`src/rtl/ep_pkg.sv`:
```
package ep_pkg;
    typedef enum logic [1:0] {
        HS_NONE = 2'd0,
        HS_DATA = 2'd1,
        HS_NAK  = 2'd2,
        HS_ACK  = 2'd3
    } hs_e;

    typedef enum logic [1:0] {
        IN_IDLE  = 2'd0,
        IN_ARMED = 2'd1,
        IN_SENT  = 2'd2
    } in_st_e;

    typedef enum logic {
        OUT_OPEN = 1'b0,
        OUT_HELD = 1'b1
    } out_st_e;

    typedef enum logic [1:0] {
        SU_IDLE  = 2'd0,
        SU_WAIT  = 2'd1,
        SU_READY = 2'd2
    } su_st_e;
endpackage

```
`src/rtl/ep_in_ctrl.sv`:
```
module ep_in_ctrl
    import ep_pkg::*;
#(
    parameter int DEPTH = 64,
    localparam int AW = $clog2(DEPTH),
    localparam int CW = $clog2(DEPTH + 1)
) (
    input  logic          clk,
    input  logic          rst_n,
    input  logic          tok_in,
    input  logic          host_ack,
    input  logic          host_tmo,
    input  logic          tx_rd,
    input  logic          cpu_wr,
    input  logic [7:0]    cpu_wdata,
    input  logic          cpu_arm,
    input  logic [CW-1:0] cpu_cnt,
    input  logic          clr_tog,
    output logic          hs_vld,
    output hs_e           hs_code,
    output logic [7:0]    tx_byte,
    output logic [CW-1:0] tx_len,
    output logic          tx_tog,
    output logic          bav
);
    in_st_e        st, st_nx;
    logic          hv_nx;
    hs_e           hc_nx;
    logic [7:0]    mem [DEPTH];
    logic [AW-1:0] wp, rp;
    logic          tog;
    logic          load_ok;
    logic          arm_now;
    logic          acked;
    logic [CW-1:0] cnt_clamped;

    assign cnt_clamped = (cpu_cnt > CW'(DEPTH)) ? CW'(DEPTH) : cpu_cnt;

    // next state and handshake decision
    always_comb begin
        st_nx = st;
        hv_nx = 1'b0;
        hc_nx = HS_NONE;
        unique case (st)
            IN_IDLE: begin
                if (tok_in) begin
                    hv_nx = 1'b1;
                    hc_nx = HS_NAK;
                end else if (cpu_arm) begin
                    st_nx = IN_ARMED;
                end
            end
            IN_ARMED: begin
                if (tok_in) begin
                    hv_nx = 1'b1;
                    hc_nx = HS_DATA;
                    st_nx = IN_SENT;
                end
            end
            IN_SENT: begin
                if (host_ack) begin
                    st_nx = IN_IDLE;
                end else if (host_tmo) begin
                    st_nx = IN_ARMED;
                end else if (tok_in) begin
                    hv_nx = 1'b1;
                    hc_nx = HS_DATA;
                end
            end
            default: st_nx = IN_IDLE;
        endcase
    end

    assign load_ok = (st == IN_IDLE) && cpu_wr;
    assign arm_now = (st == IN_IDLE) && (st_nx == IN_ARMED);
    assign acked   = (st == IN_SENT) && host_ack;

    // state register
    always_ff @(posedge clk or negedge rst_n) begin
        if (!rst_n) st <= IN_IDLE;
        else        st <= st_nx;
    end

    // datapath and registered outputs
    always_ff @(posedge clk or negedge rst_n) begin
        if (!rst_n) begin
            hs_vld  <= 1'b0;
            hs_code <= HS_NONE;
            wp      <= '0;
            rp      <= '0;
            tx_len  <= '0;
            tog     <= 1'b0;
        end else begin
            hs_vld  <= hv_nx;
            hs_code <= hc_nx;
            if (arm_now) begin
                wp     <= '0;
                tx_len <= cnt_clamped;
            end else if (load_ok) begin
                wp <= wp + 1'b1;
            end
            if (hv_nx && hc_nx == HS_DATA) rp <= '0;
            else if (tx_rd)                rp <= rp + 1'b1;
            if (acked)        tog <= ~tog;
            else if (clr_tog) tog <= 1'b0;
        end
    end

    always_ff @(posedge clk) begin
        if (load_ok) mem[wp] <= cpu_wdata;
    end

    assign tx_byte = mem[rp];
    assign tx_tog  = tog;
    assign bav     = (st == IN_IDLE);

    assert_arm_clears_bav_R2: assert property (@(posedge clk) disable iff (!rst_n)
        (st == IN_IDLE && cpu_arm && !tok_in) |=> (!bav && tx_len <= CW'(DEPTH)));
    assert_nak_unarmed_R3: assert property (@(posedge clk) disable iff (!rst_n)
        (st == IN_IDLE && tok_in) |=> (hs_vld && hs_code == HS_NAK));
    assert_ack_frees_R4: assert property (@(posedge clk) disable iff (!rst_n)
        (st == IN_SENT && host_ack) |=> (bav && tog != $past(tog)));
    assert_retry_same_R5: assert property (@(posedge clk) disable iff (!rst_n)
        (st == IN_SENT && !host_ack && host_tmo && !clr_tog) |=> (!bav && $stable(tog) && $stable(tx_len)));
    assert_data_when_armed_R2: assert property (@(posedge clk) disable iff (!rst_n)
        (st == IN_ARMED && tok_in) |=> (hs_vld && hs_code == HS_DATA));
endmodule

```
`src/rtl/ep_out_ctrl.sv`:
```
module ep_out_ctrl
    import ep_pkg::*;
#(
    parameter int DEPTH = 64,
    localparam int AW = $clog2(DEPTH),
    localparam int CW = $clog2(DEPTH + 1)
) (
    input  logic          clk,
    input  logic          rst_n,
    input  logic          rx_valid,
    input  logic          rx_setup,
    input  logic [7:0]    rx_byte,
    input  logic          pkt_end,
    input  logic          pkt_ok,
    input  logic          pkt_pid,
    input  logic          cpu_rd,
    input  logic          cpu_clr,
    input  logic          clr_tog,
    output logic          hs_vld,
    output hs_e           hs_code,
    output logic          dav,
    output logic          tog,
    output logic [CW-1:0] cnt,
    output logic [7:0]    rdata
);
    out_st_e       st, st_nx;
    logic          hv_nx;
    hs_e           hc_nx;
    logic          accept;
    logic [7:0]    mem [DEPTH];
    logic [CW-1:0] wc;
    logic [AW-1:0] rp;
    logic          store;

    always_comb begin
        st_nx  = st;
        hv_nx  = 1'b0;
        hc_nx  = HS_NONE;
        accept = 1'b0;
        unique case (st)
            OUT_OPEN: begin
                if (pkt_end && pkt_ok) begin
                    hv_nx = 1'b1;
                    hc_nx = HS_ACK;
                    if (pkt_pid == tog) begin
                        accept = 1'b1;
                        st_nx  = OUT_HELD;
                    end
                end
            end
            OUT_HELD: begin
                if (pkt_end) begin
                    hv_nx = 1'b1;
                    hc_nx = HS_NAK;
                end else if (cpu_clr) begin
                    st_nx = OUT_OPEN;
                end
            end
            default: st_nx = OUT_OPEN;
        endcase
    end

    assign store = (st == OUT_OPEN) && rx_valid && !rx_setup && (wc < CW'(DEPTH));

    always_ff @(posedge clk or negedge rst_n) begin
        if (!rst_n) st <= OUT_OPEN;
        else        st <= st_nx;
    end

    always_ff @(posedge clk or negedge rst_n) begin
        if (!rst_n) begin
            hs_vld  <= 1'b0;
            hs_code <= HS_NONE;
            wc      <= '0;
            rp      <= '0;
            cnt     <= '0;
            tog     <= 1'b0;
        end else begin
            hs_vld  <= hv_nx;
            hs_code <= hc_nx;
            if (st == OUT_OPEN && pkt_end) wc <= '0;
            else if (store)                wc <= wc + 1'b1;
            if (accept) begin
                cnt <= wc;
                rp  <= '0;
            end else if (cpu_rd) begin
                rp <= rp + 1'b1;
            end
            if (accept)       tog <= ~tog;
            else if (clr_tog) tog <= 1'b0;
        end
    end

    always_ff @(posedge clk) begin
        if (store) mem[wc[AW-1:0]] <= rx_byte;
    end

    assign rdata = mem[rp];
    assign dav   = (st == OUT_HELD);

    assert_accept_R7: assert property (@(posedge clk) disable iff (!rst_n)
        (st == OUT_OPEN && pkt_end && pkt_ok && pkt_pid == tog) |=> (dav && hs_code == HS_ACK && tog != $past(tog)));
    assert_bad_silent_R8: assert property (@(posedge clk) disable iff (!rst_n)
        (st == OUT_OPEN && pkt_end && !pkt_ok) |=> (!hs_vld && !dav));
    assert_dup_discard_R9: assert property (@(posedge clk) disable iff (!rst_n)
        (st == OUT_OPEN && pkt_end && pkt_ok && pkt_pid != tog) |=> (hs_vld && hs_code == HS_ACK && !dav));
    assert_nak_held_R10: assert property (@(posedge clk) disable iff (!rst_n)
        (st == OUT_HELD && pkt_end) |=> (hs_vld && hs_code == HS_NAK && dav && $stable(cnt)));
endmodule

```
`src/rtl/ep_setup_ctrl.sv`:
```
module ep_setup_ctrl
    import ep_pkg::*;
#(
    parameter int DEPTH = 8,
    localparam int AW = $clog2(DEPTH)
) (
    input  logic       clk,
    input  logic       rst_n,
    input  logic       rx_valid,
    input  logic       rx_setup,
    input  logic [7:0] rx_byte,
    input  logic       pkt_end,
    input  logic       pkt_ok,
    input  logic       status_tok,
    input  logic       cpu_rd,
    input  logic       cpu_clr,
    input  logic       ackstat_set,
    output logic       hs_vld,
    output hs_e        hs_code,
    output logic       av,
    output logic [7:0] rdata,
    output logic       ackstat
);
    su_st_e        st, st_nx;
    logic          hv_nx;
    hs_e           hc_nx;
    logic [7:0]    mem [DEPTH];
    logic [AW-1:0] wp, rp;
    logic          store;
    logic          taken;

    assign store = rx_valid && rx_setup;
    assign taken = pkt_end && pkt_ok;

    always_comb begin
        st_nx = st;
        hv_nx = 1'b0;
        hc_nx = HS_NONE;
        unique case (st)
            SU_IDLE: begin
                if (status_tok) begin
                    hv_nx = 1'b1;
                    hc_nx = HS_NAK;
                end
            end
            SU_WAIT: begin
                if (status_tok) begin
                    hv_nx = 1'b1;
                    hc_nx = HS_NAK;
                end else if (ackstat_set) begin
                    st_nx = SU_READY;
                end
            end
            SU_READY: begin
                if (status_tok) begin
                    hv_nx = 1'b1;
                    hc_nx = HS_ACK;
                    st_nx = SU_IDLE;
                end
            end
            default: st_nx = SU_IDLE;
        endcase
        if (pkt_end) begin
            hv_nx = pkt_ok;
            hc_nx = pkt_ok ? HS_ACK : HS_NONE;
            if (pkt_ok) st_nx = SU_WAIT;
        end
    end

    always_ff @(posedge clk or negedge rst_n) begin
        if (!rst_n) st <= SU_IDLE;
        else        st <= st_nx;
    end

    always_ff @(posedge clk or negedge rst_n) begin
        if (!rst_n) begin
            hs_vld  <= 1'b0;
            hs_code <= HS_NONE;
            wp      <= '0;
            rp      <= '0;
            av      <= 1'b0;
        end else begin
            hs_vld  <= hv_nx;
            hs_code <= hc_nx;
            if (pkt_end)    wp <= '0;
            else if (store) wp <= wp + 1'b1;
            if (taken)       rp <= '0;
            else if (cpu_rd) rp <= rp + 1'b1;
            if (taken)        av <= 1'b1;
            else if (cpu_clr) av <= 1'b0;
        end
    end

    always_ff @(posedge clk) begin
        if (store) mem[wp] <= rx_byte;
    end

    assign rdata   = mem[rp];
    assign ackstat = (st == SU_READY);

    assert_setup_ack_R11: assert property (@(posedge clk) disable iff (!rst_n)
        taken |=> (av && hs_vld && hs_code == HS_ACK && !ackstat));
    assert_status_nak_R12: assert property (@(posedge clk) disable iff (!rst_n)
        (!ackstat && status_tok && !pkt_end) |=> (hs_vld && hs_code == HS_NAK));
    assert_status_once_R12: assert property (@(posedge clk) disable iff (!rst_n)
        (ackstat && status_tok && !pkt_end) |=> (hs_vld && hs_code == HS_ACK && !ackstat));
endmodule

```
`src/rtl/usb_ep_hs_ctrl.sv`:
```
module usb_ep_hs_ctrl
    import ep_pkg::*;
#(
    parameter int BUF_DEPTH = 64,
    parameter int SUD_DEPTH = 8,
    localparam int CNT_W = $clog2(BUF_DEPTH + 1)
) (
    input  logic             clk,
    input  logic             rst_n,
    input  logic             sie_in_tok,
    input  logic             sie_host_ack,
    input  logic             sie_host_tmo,
    input  logic             sie_tx_rd,
    input  logic             sie_rx_valid,
    input  logic             sie_rx_setup,
    input  logic [7:0]       sie_rx_byte,
    input  logic             sie_out_end,
    input  logic             sie_out_ok,
    input  logic             sie_out_pid,
    input  logic             sie_setup_end,
    input  logic             sie_setup_ok,
    input  logic             sie_status_tok,
    output logic             hs_valid,
    output logic [1:0]       hs_code,
    output logic [7:0]       tx_byte,
    output logic [CNT_W-1:0] tx_len,
    output logic             tx_tog,
    input  logic             cpu_in_wr,
    input  logic [7:0]       cpu_in_wdata,
    input  logic             cpu_in_arm,
    input  logic [CNT_W-1:0] cpu_in_cnt,
    input  logic             cpu_out_rd,
    input  logic             cpu_out_clr,
    input  logic             cpu_sud_rd,
    input  logic             cpu_sud_clr,
    input  logic             cpu_ackstat_set,
    input  logic             cpu_clr_in_tog,
    input  logic             cpu_clr_out_tog,
    output logic             in_bav,
    output logic             in_tog,
    output logic             out_dav,
    output logic             out_tog,
    output logic [CNT_W-1:0] out_cnt,
    output logic [7:0]       out_rdata,
    output logic             sud_av,
    output logic [7:0]       sud_rdata,
    output logic             ackstat
);
    logic in_hv, out_hv, su_hv;
    hs_e  in_hc, out_hc, su_hc;
    hs_e  hc_sel;

    ep_in_ctrl #(.DEPTH(BUF_DEPTH)) u_in (
        .clk       (clk),
        .rst_n     (rst_n),
        .tok_in    (sie_in_tok),
        .host_ack  (sie_host_ack),
        .host_tmo  (sie_host_tmo),
        .tx_rd     (sie_tx_rd),
        .cpu_wr    (cpu_in_wr),
        .cpu_wdata (cpu_in_wdata),
        .cpu_arm   (cpu_in_arm),
        .cpu_cnt   (cpu_in_cnt),
        .clr_tog   (cpu_clr_in_tog),
        .hs_vld    (in_hv),
        .hs_code   (in_hc),
        .tx_byte   (tx_byte),
        .tx_len    (tx_len),
        .tx_tog    (tx_tog),
        .bav       (in_bav)
    );

    ep_out_ctrl #(.DEPTH(BUF_DEPTH)) u_out (
        .clk      (clk),
        .rst_n    (rst_n),
        .rx_valid (sie_rx_valid),
        .rx_setup (sie_rx_setup),
        .rx_byte  (sie_rx_byte),
        .pkt_end  (sie_out_end),
        .pkt_ok   (sie_out_ok),
        .pkt_pid  (sie_out_pid),
        .cpu_rd   (cpu_out_rd),
        .cpu_clr  (cpu_out_clr),
        .clr_tog  (cpu_clr_out_tog),
        .hs_vld   (out_hv),
        .hs_code  (out_hc),
        .dav      (out_dav),
        .tog      (out_tog),
        .cnt      (out_cnt),
        .rdata    (out_rdata)
    );

    ep_setup_ctrl #(.DEPTH(SUD_DEPTH)) u_setup (
        .clk         (clk),
        .rst_n       (rst_n),
        .rx_valid    (sie_rx_valid),
        .rx_setup    (sie_rx_setup),
        .rx_byte     (sie_rx_byte),
        .pkt_end     (sie_setup_end),
        .pkt_ok      (sie_setup_ok),
        .status_tok  (sie_status_tok),
        .cpu_rd      (cpu_sud_rd),
        .cpu_clr     (cpu_sud_clr),
        .ackstat_set (cpu_ackstat_set),
        .hs_vld      (su_hv),
        .hs_code     (su_hc),
        .av          (sud_av),
        .rdata       (sud_rdata),
        .ackstat     (ackstat)
    );

    always_comb begin
        if (in_hv)       hc_sel = in_hc;
        else if (out_hv) hc_sel = out_hc;
        else if (su_hv)  hc_sel = su_hc;
        else             hc_sel = HS_NONE;
    end

    assign in_tog   = tx_tog;
    assign hs_valid = in_hv | out_hv | su_hv;
    assign hs_code  = hc_sel;

    assert_one_source_R14: assert property (@(posedge clk) disable iff (!rst_n)
        $onehot0({in_hv, out_hv, su_hv}));
    assert_code_nonzero_R14: assert property (@(posedge clk) disable iff (!rst_n)
        hs_valid |-> (hs_code != 2'd0));
endmodule

```
`config.mk`:
```
export PLATFORM = sky130hd
export DESIGN_NAME = usb_ep_hs_ctrl
export DESIGN_NICKNAME = d
export VERILOG_FILES = /design/src/rtl/ep_pkg.sv /design/src/rtl/ep_in_ctrl.sv /design/src/rtl/ep_out_ctrl.sv /design/src/rtl/ep_setup_ctrl.sv /design/src/rtl/usb_ep_hs_ctrl.sv
export SDC_FILE = /design/constraint.sdc
export NUM_CORES = 1
export LEC_CHECK = 0
export CELL_PAD_IN_SITES_DETAIL_PLACEMENT = 1
export CELL_PAD_IN_SITES_GLOBAL_PLACEMENT = 2
export CORE_AREA = 4 4 295 297
export DETAILED_ROUTE_END_ITERATION = 16
export DIE_AREA = 0 0 299 301
export DONT_BUFFER_PORTS = 1
export GPL_ROUTABILITY_DRIVEN = 0
export PLACE_DENSITY_LB_ADDON = 0.1
export REMOVE_ABC_BUFFERS = 1
export SYNTH_ARGS = -nofsm -noshare
export SYNTH_HDL_FRONTEND = slang
export SYNTH_HIERARCHICAL = 1
export SYNTH_SLANG_ARGS = --single-unit
```
`constraint.sdc`:
```
create_clock -name clk -period 4.12 [get_ports clk]
set_input_delay 0.824 -clock clk [delete_from_list [all_inputs] [get_ports clk]]
set_output_delay 0.824 -clock clk [all_outputs]
set_load 0.03 [all_outputs]
```
==> run_results.csv, run 1 <==
group,metric,value,unit
status,outcome,"completed",
routing,viasPerCell,6.23,
critical_path,crit_path_start_kind,"flop",
yosys,synth_top_family_by_area,"multiplexers",
yosys,synth_compound_area_share,3.07,%
yosys,synthTopCellsByArea,"edfxtp_1 72%, mux4_2 10%, dfrtp_1 3.4%",
die,dieArea,90000,µm²
critical_path,regToRegSetupSlack,0.91,ns
timing,period_share,99.1,%
hold_path,hp-class,"input port to asynchronous set/reset pin",
timing,tns,0,ns
layout,stdcell_count,3649,
routing,route.detailed.drc,0,
yosys,yosysTopAreaCellShare,72.2,%
layout,final_area,51400,µm²
critical_path,r2r_cells,5,
critical_path,cp_slowest_cell,"a211oi_1",
die,die_y,301,µm
critical_path,critPathKind,"flop to output port",
yosys,synthMuxAreaShare,15.0,%
critical_path,critPathArrivalTime,3.26,ns
yosys,ys_ff_latch,1149,
global_routing,grt_max_degree,73,
critical_path,r2r_end,"u_out/mem[48][5]",
timing,timing.fmax,0.245,GHz
critical_path,r2r-start,"u_out/dav",
yosys,synth-edff-count,1088,
placed_design,dp_hpwl,67600,µm
die,start_util,53.5,%
yosys,yosys_most_used_dff,"edfxtp_1",
critical_path,crit_path_cell_trace,"buf_4, mux2i_1, o22ai_1, a211oi_1, a22o_1, nor4_2, buf_4",
clocking,clk_transition_reported_paths,0.06,ns
placed_design,io_buffers,0,
yosys,synth-xor-area-share,0.445,%
global_routing,grt_pass1_vias,23700,
die,num_rows,107,
timing,final_max_slew_viol_count,0,
die,die_x,299,µm
critical_path,crit_required,3.30,ns
routing,wl_per_cell,30.1,µm
global_routing,grt-ovfl-total,0,
routing,finalWirelength,110000,µm
flow_run,drv_cap,0,
routing,drt_iter0_drc,2052,
clocking,h-tree-depth,3,
yosys,synthAdderAreaFrac,0.166,%
yosys,ys_seq_area_share,75.6,%
routing,dr.pass1.iters,5,
pwr,p_total,32.2,mW
timing,finalHoldViolCount,0,
yosys,avgSynthCellArea,20.1,µm²
layout,drive_gt1_share,25.9,%
clocking,clock_latency,0.68,ns
clocking,clock_path_buffers,3,
yosys,yosys.area_share.simple,3.82,%
yosys,synth_area_leader_cell,"edfxtp_1",
timing,setup_viol,0,
global_routing,use_met3,4.92,%
critical_path,endpoint_kind,"output port",
layout,area_growth,13.6,%
pwr,ir_drop,468,µV
pwr,power_density,627,nW/µm²
timing,fin_crit,4.08,ns
clocking,cts_tree,"built",
layout,diodes,0,
routing,vias,22700,
critical_path,cpPeakStageDelay,0.61,ns
routing,drtAntennaViolNets,0,
clocking,cts-root-buf,"clkbuf_16",
global_routing,grt_pass1_wl,163000,µm
yosys,syn_inst,2246,
yosys,yosys_warnings,6,
critical_path,crit_fanout,27,
timing,tightest_slew,1.15,ns
placed_design,dpl.cell_count,3414,
yosys,ys_types,60,
layout,finish.utilization,60.7,%
yosys,async_reset_ff_share,5.31,%
timing,clock_skew,0.0176,ns
critical_path,crit_top_cell,"buf_4",
global_routing,grt_util_all_layers,24.8,%
yosys,synth_area,45200,µm²
die,coreArea,84600,µm²
global_routing,met1_usage,37.3,%
global_routing,top_usage_layer,"met2",
layout,final_nets,2459,
pwr,cellLeakagePower,16.7,nW
clocking,cts_buffers,116,
global_routing,antenna_found_initial,1,
timing,relSlewSlack,23.2,%
die,ios,94,
global_routing,use_met2,38.2,%
clocking,cts_sinks,1149,
placed_design,placed_area,47100,µm²
routing by layer:
metal  up-vias  wire length, µm
met4         0             1880
met3       129             7890
met1     12200            48000
li1       9561                -
met2       818            52200
met5         -                0
Yosys cell counts, types with 3 or more instances:
cell / n
a211oi_1: 21
nand3_1: 32
xnor2_1: 7
dfrtp_1: 61
buf_1: 9
nor3_1: 3
o211ai_1: 7
xor2_1: 16
o221ai_1: 14
mux4_1: 16
nor4_1: 7
a22o_1: 14
nand2b_1: 8
a22oi_1: 28
buf_6: 23
nor2_1: 173
and3_1: 10
mux2_2: 60
or3b_2: 3
a221oi_1: 26
edfxtp_1: 1088
or3_1: 5
inv_1: 5
o21a_1: 13
nor2b_1: 15
mux4_2: 208
mux2i_1: 98
o22ai_1: 15
a21oi_1: 29
buf_2: 28
buf_8: 6
and2_1: 6
clkbuf_1: 34
or2_2: 3
nand2_1: 73
buf_4: 18
o21ai_0: 6
nand3b_1: 21
nand4_1: 7
ha_1: 6
timing repair:
action	in CTS	in global routing
gates cloned	1	1
hold buffers	1	0
hold endpoints to repair	61	0
buffers inserted	11	5
endpoints found under the setup margin	16	14
resized for setup	11	19
pin swaps	2	4
power breakdown:
part           switching (mW)  internal, mW  total, mW
logic                    4.44          3.73       8.17
registers               0.468          13.0       13.5
clock network            4.28          6.27       10.6
total                    9.18          23.0       32.2
cells by family after synthesis:
group	Yosys count
AO/OA/AOI/OAI	186
AND/OR/NAND/NOR	372
flip-flops	1149
buffers and inverters	126
adder cells (fa/ha/maj)	6
XOR/XNOR	23
multiplexers	384
worst max-delay path, delay by kind of cell (launching register included):
family	cells	cell delay, ns
buf+inv	2	0.66
compound gates	3	0.98
simple gates	1	0.07
flops	1	0.56
mux	1	0.28
area by class of cell:
type	count	area, µm²
Sequential cell	1149	34200
Fill cell	7121	33200
Multi-Input combinational cell	971	10400
Clock buffer	142	3120
Timing Repair Buffer	164	1500
Tap cell	1144	1430
Clock inverter	74	724
Inverter	5	18.8
cells in the final DEF, fill, tap and decap left out, types with 27 or more instances in the layout:
cell       instances
mux2_2            60
nand2_1           73
mux2i_1           93
edfxtp_1        1088
nand3_1           32
a21oi_1           29
mux4_2           208
dfrtp_1           54
a22oi_1           28
clkinv_2          28
clkinv_1          27
nor2_1           173
clkbuf_16        122
buf_4            144
sequential cells by signal, summed over array words and instances, names as in the netlist, 3 cells and up:
name         count
u_in/rp          6
u_in/tx_len      7
u_out/rp         6
u_out/wc         7
u_setup/rp       3
u_in/mem       512
u_out/cnt        7
u_in/wp          6
u_setup/wp       3
u_setup/mem     64
u_out/mem      512
metrics by stage:
stage | setup WS [ns] | hold slack [ns]
6_report | 0.0359 | 0.0317
5_1_grt | -0.0159 | 0.0147
4_1_cts | 0.00345 | 0.00515
3_5_place_dp | 0.432 | 0.530
3_3_place_gp | 0.438 | 0.530
2_1_floorplan | -4.33 | 0.500
worst max path at each step:
stage / from / end / depth (start not counted)
2_1_floorplan: u_in/rp[0] / tx_byte[0] / 4
3_3_place_gp: u_in/rp[1] / tx_byte[1] / 6
3_5_place_dp: u_in/rp[1] / tx_byte[1] / 6
4_1_cts: u_out/rp[0] / out_rdata[4] / 7
5_1_grt: u_out/rp[1] / out_rdata[5] / 7
6_report: u_in/rp[0] / tx_byte[7] / 7
(Power assumes the default switching activity.)
==> run 2: changes to the inputs <==
--- a/config.mk
+++ b/config.mk
@@ -7,13 +7,14 @@
 export LEC_CHECK = 0
 export CELL_PAD_IN_SITES_DETAIL_PLACEMENT = 1
 export CELL_PAD_IN_SITES_GLOBAL_PLACEMENT = 2
-export CORE_AREA = 4 4 295 297
+export CORE_AREA = 4 4 306 308
 export DETAILED_ROUTE_END_ITERATION = 16
-export DIE_AREA = 0 0 299 301
+export DIE_AREA = 0 0 310 312
 export DONT_BUFFER_PORTS = 1
 export GPL_ROUTABILITY_DRIVEN = 0
 export PLACE_DENSITY_LB_ADDON = 0.1
 export REMOVE_ABC_BUFFERS = 1
+export SLEW_MARGIN = 20
 export SYNTH_ARGS = -nofsm -noshare
 export SYNTH_HDL_FRONTEND = slang
 export SYNTH_HIERARCHICAL = 1
==> constraint.sdc (replaced) <==
create_clock -name clk -period 4.3 [get_ports clk]
set_input_delay 0.86 -clock clk [delete_from_list [all_inputs] [get_ports clk]]
set_output_delay 0.86 -clock clk [all_outputs]
set_load 0.03 [all_outputs]
==> run 2 against run 1 <==
Design area fell by 0.18%; sequential power fell by 4%; core utilization fell by 4.4 points; critical path depth rose by 1.
==> run_results.csv, run 2 (synthesized netlist as in run 1, its figures left out) <==
group,metric,value,unit
layout,final_area,51300,µm²
global_routing,grt_util_all_layers,23.7,%
routing,wl_per_cell,30.7,µm
timing,relSlewSlack,34.0,%
layout,diodes,0,
critical_path,crit_required,3.44,ns
critical_path,crit_top_cell,"buf_4",
clocking,clock_latency,0.69,ns
global_routing,grt_pass1_wl,167000,µm
placed_design,io_buffers,0,
routing,dr.pass1.iters,5,
clocking,cts_sinks,1149,
die,die_x,310,µm
flow_run,drv_cap,0,
clocking,cts_buffers,118,
timing,rsz0062_at_grt,"false",
layout,area_growth,13.4,%
clocking,clk_transition_reported_paths,0.06,ns
global_routing,use_met2,36.2,%
critical_path,crit_fanout,22,
pwr,power_density,602,nW/µm²
timing,period_share,97.8,%
critical_path,endpoint_kind,"output port",
clocking,cts-root-buf,"clkbuf_16",
die,ios,94,
timing,setup_viol,0,
critical_path,cp_slowest_cell,"dfrtp_4",
die,num_rows,111,
die,start_util,49.6,%
layout,n_fill_cell,7858,
timing,fin_crit,4.20,ns
pwr,cellLeakagePower,16.5,nW
clocking,clock_path_buffers,3,
critical_path,critPathKind,"flop to output port",
timing,final_max_slew_viol_count,0,
critical_path,crit_path_cell_trace,"buf_4, buf_4, mux4_2, mux2i_1, nand3_1, o211ai_1, a211oi_1, buf_4",
clocking,h-tree-depth,3,
critical_path,crit_buf_inv,3,
global_routing,use_met3,5.62,%
global_routing,grt_max_degree,73,
layout,drive_gt1_share,25.8,%
timing,clock_skew,0.0126,ns
global_routing,antenna_found_initial,2,
critical_path,crit_path_start_kind,"flop",
critical_path,critPathArrivalTime,3.34,ns
global_routing,grt_pass1_vias,23900,
critical_path,critPathTopFamily,"buffers and inverters",
critical_path,cpPeakStageDelay,0.67,ns
placed_design,placed_area,47000,µm²
pwr,ir_drop,385,µV
layout,final_nets,2444,
die,dieArea,96700,µm²
timing,tightest_slew,0.987,ns
routing,finalWirelength,113000,µm
routing,drt_iter0_drc,1991,
global_routing,top_usage_layer,"met2",
clocking,cts_tree,"built",
die,coreArea,91100,µm²
routing,route.detailed.drc,0,
routing,drtAntennaViolNets,0,
routing,vias,22500,
timing,timing.fmax,0.238,GHz
die,die_y,312,µm
placed_design,dp_hpwl,70100,µm
status,outcome,"completed",
hold_path,hp-class,"input port to asynchronous set/reset pin",
layout,top_regs,"u_in/mem: 512 flops, u_out/mem: 512 flops, u_setup/mem: 64 flops",
layout,finish.utilization,56.3,%
routing,viasPerCell,6.12,
global_routing,met1_usage,35.0,%
global_routing,grt-ovfl-total,0,
timing,finalHoldViolCount,0,
layout,layout_commonest_cell,"edfxtp_1",
layout,final_cell_mix,"1088 x edfxtp_1, 208 x mux4_2, 173 x nor2_1",
## run 2: changes by cell type in the layout (fill, tap and decap cells not counted), moves of 6 or more
cell | before | now
clkinv_1 | 27 | 17
buf_4 | 144 | 131
clkinvlp_4 | 2 | 8
clkbuf_8 | 1 | 9
## run 2: per-layer routing
metal	up-vias	share of wire, %
li1	9510	-
met1	12000	43
met2	803	47
met3	163	8.0
met4	2	2.2
met5	-	0.0071
## run 2: timing repair
action	CTS	global route
gates resized for setup	16	6
setup endpoints to repair	14	13
hold buffers	1	0
buffers inserted	3	17
hold endpoints to repair	61	0
pin swaps	1	1
## run 2: through the flow
step                instances  hold slack [ns]  worst slack, ns  setup TNS (ns)  power, mW
floorplan                2125            0.500            -4.18          -67.31       18.5
global placement         3437            0.543            0.552               0       20.6
detailed placement       3437            0.567            0.481               0       20.6
CTS                      3660           0.0208          -0.0391         -0.0391       31.1
global route             3677           0.0483          0.00902               0       32.1
finish                   3677           0.0696           0.0958               0       30.9
## run 2: final cells by class
class	count	area [µm²]	area share [%]
sequential	1149	34200	66.7
multi-input combinational	971	10400	20.2
clock buffer	148	3180	6.19
tap	1186	1480	2.89
timing repair buffer	147	1310	2.55
clock inverter	71	727	1.42
inverter	5	18.8	0.0366
## run 2: final timing paths
path | startpoint | end | slack [ns] | cells past startpoint
worst max-delay path | u_out/rp[2] | out_rdata[1] | 0.1 | 8
worst min-delay path | rst_n | u_setup/wp[1] | 0.07 | 1
worst max register to register | u_out/dav | u_out/mem[58][6] | 1.13 | 5
worst min register to register | u_setup/st[1] | u_setup/st[0] | 0.58 | 3
max in group asynchronous | rst_n | u_in/rp[0] | 3.92 | 1
min in group clk | sie_setup_end | u_setup/wp[1] | 0.24 | 1
## run 2: power breakdown
| part | total [mW] | switching, mW | internal, mW |
|---|---|---|---|
| registers | 12.9 | 0.422 | 12.5 |
| logic | 7.76 | 4.28 | 3.48 |
| clock network | 10.3 | 4.21 | 6.04 |
| total | 30.9 | 8.91 | 22.0 |
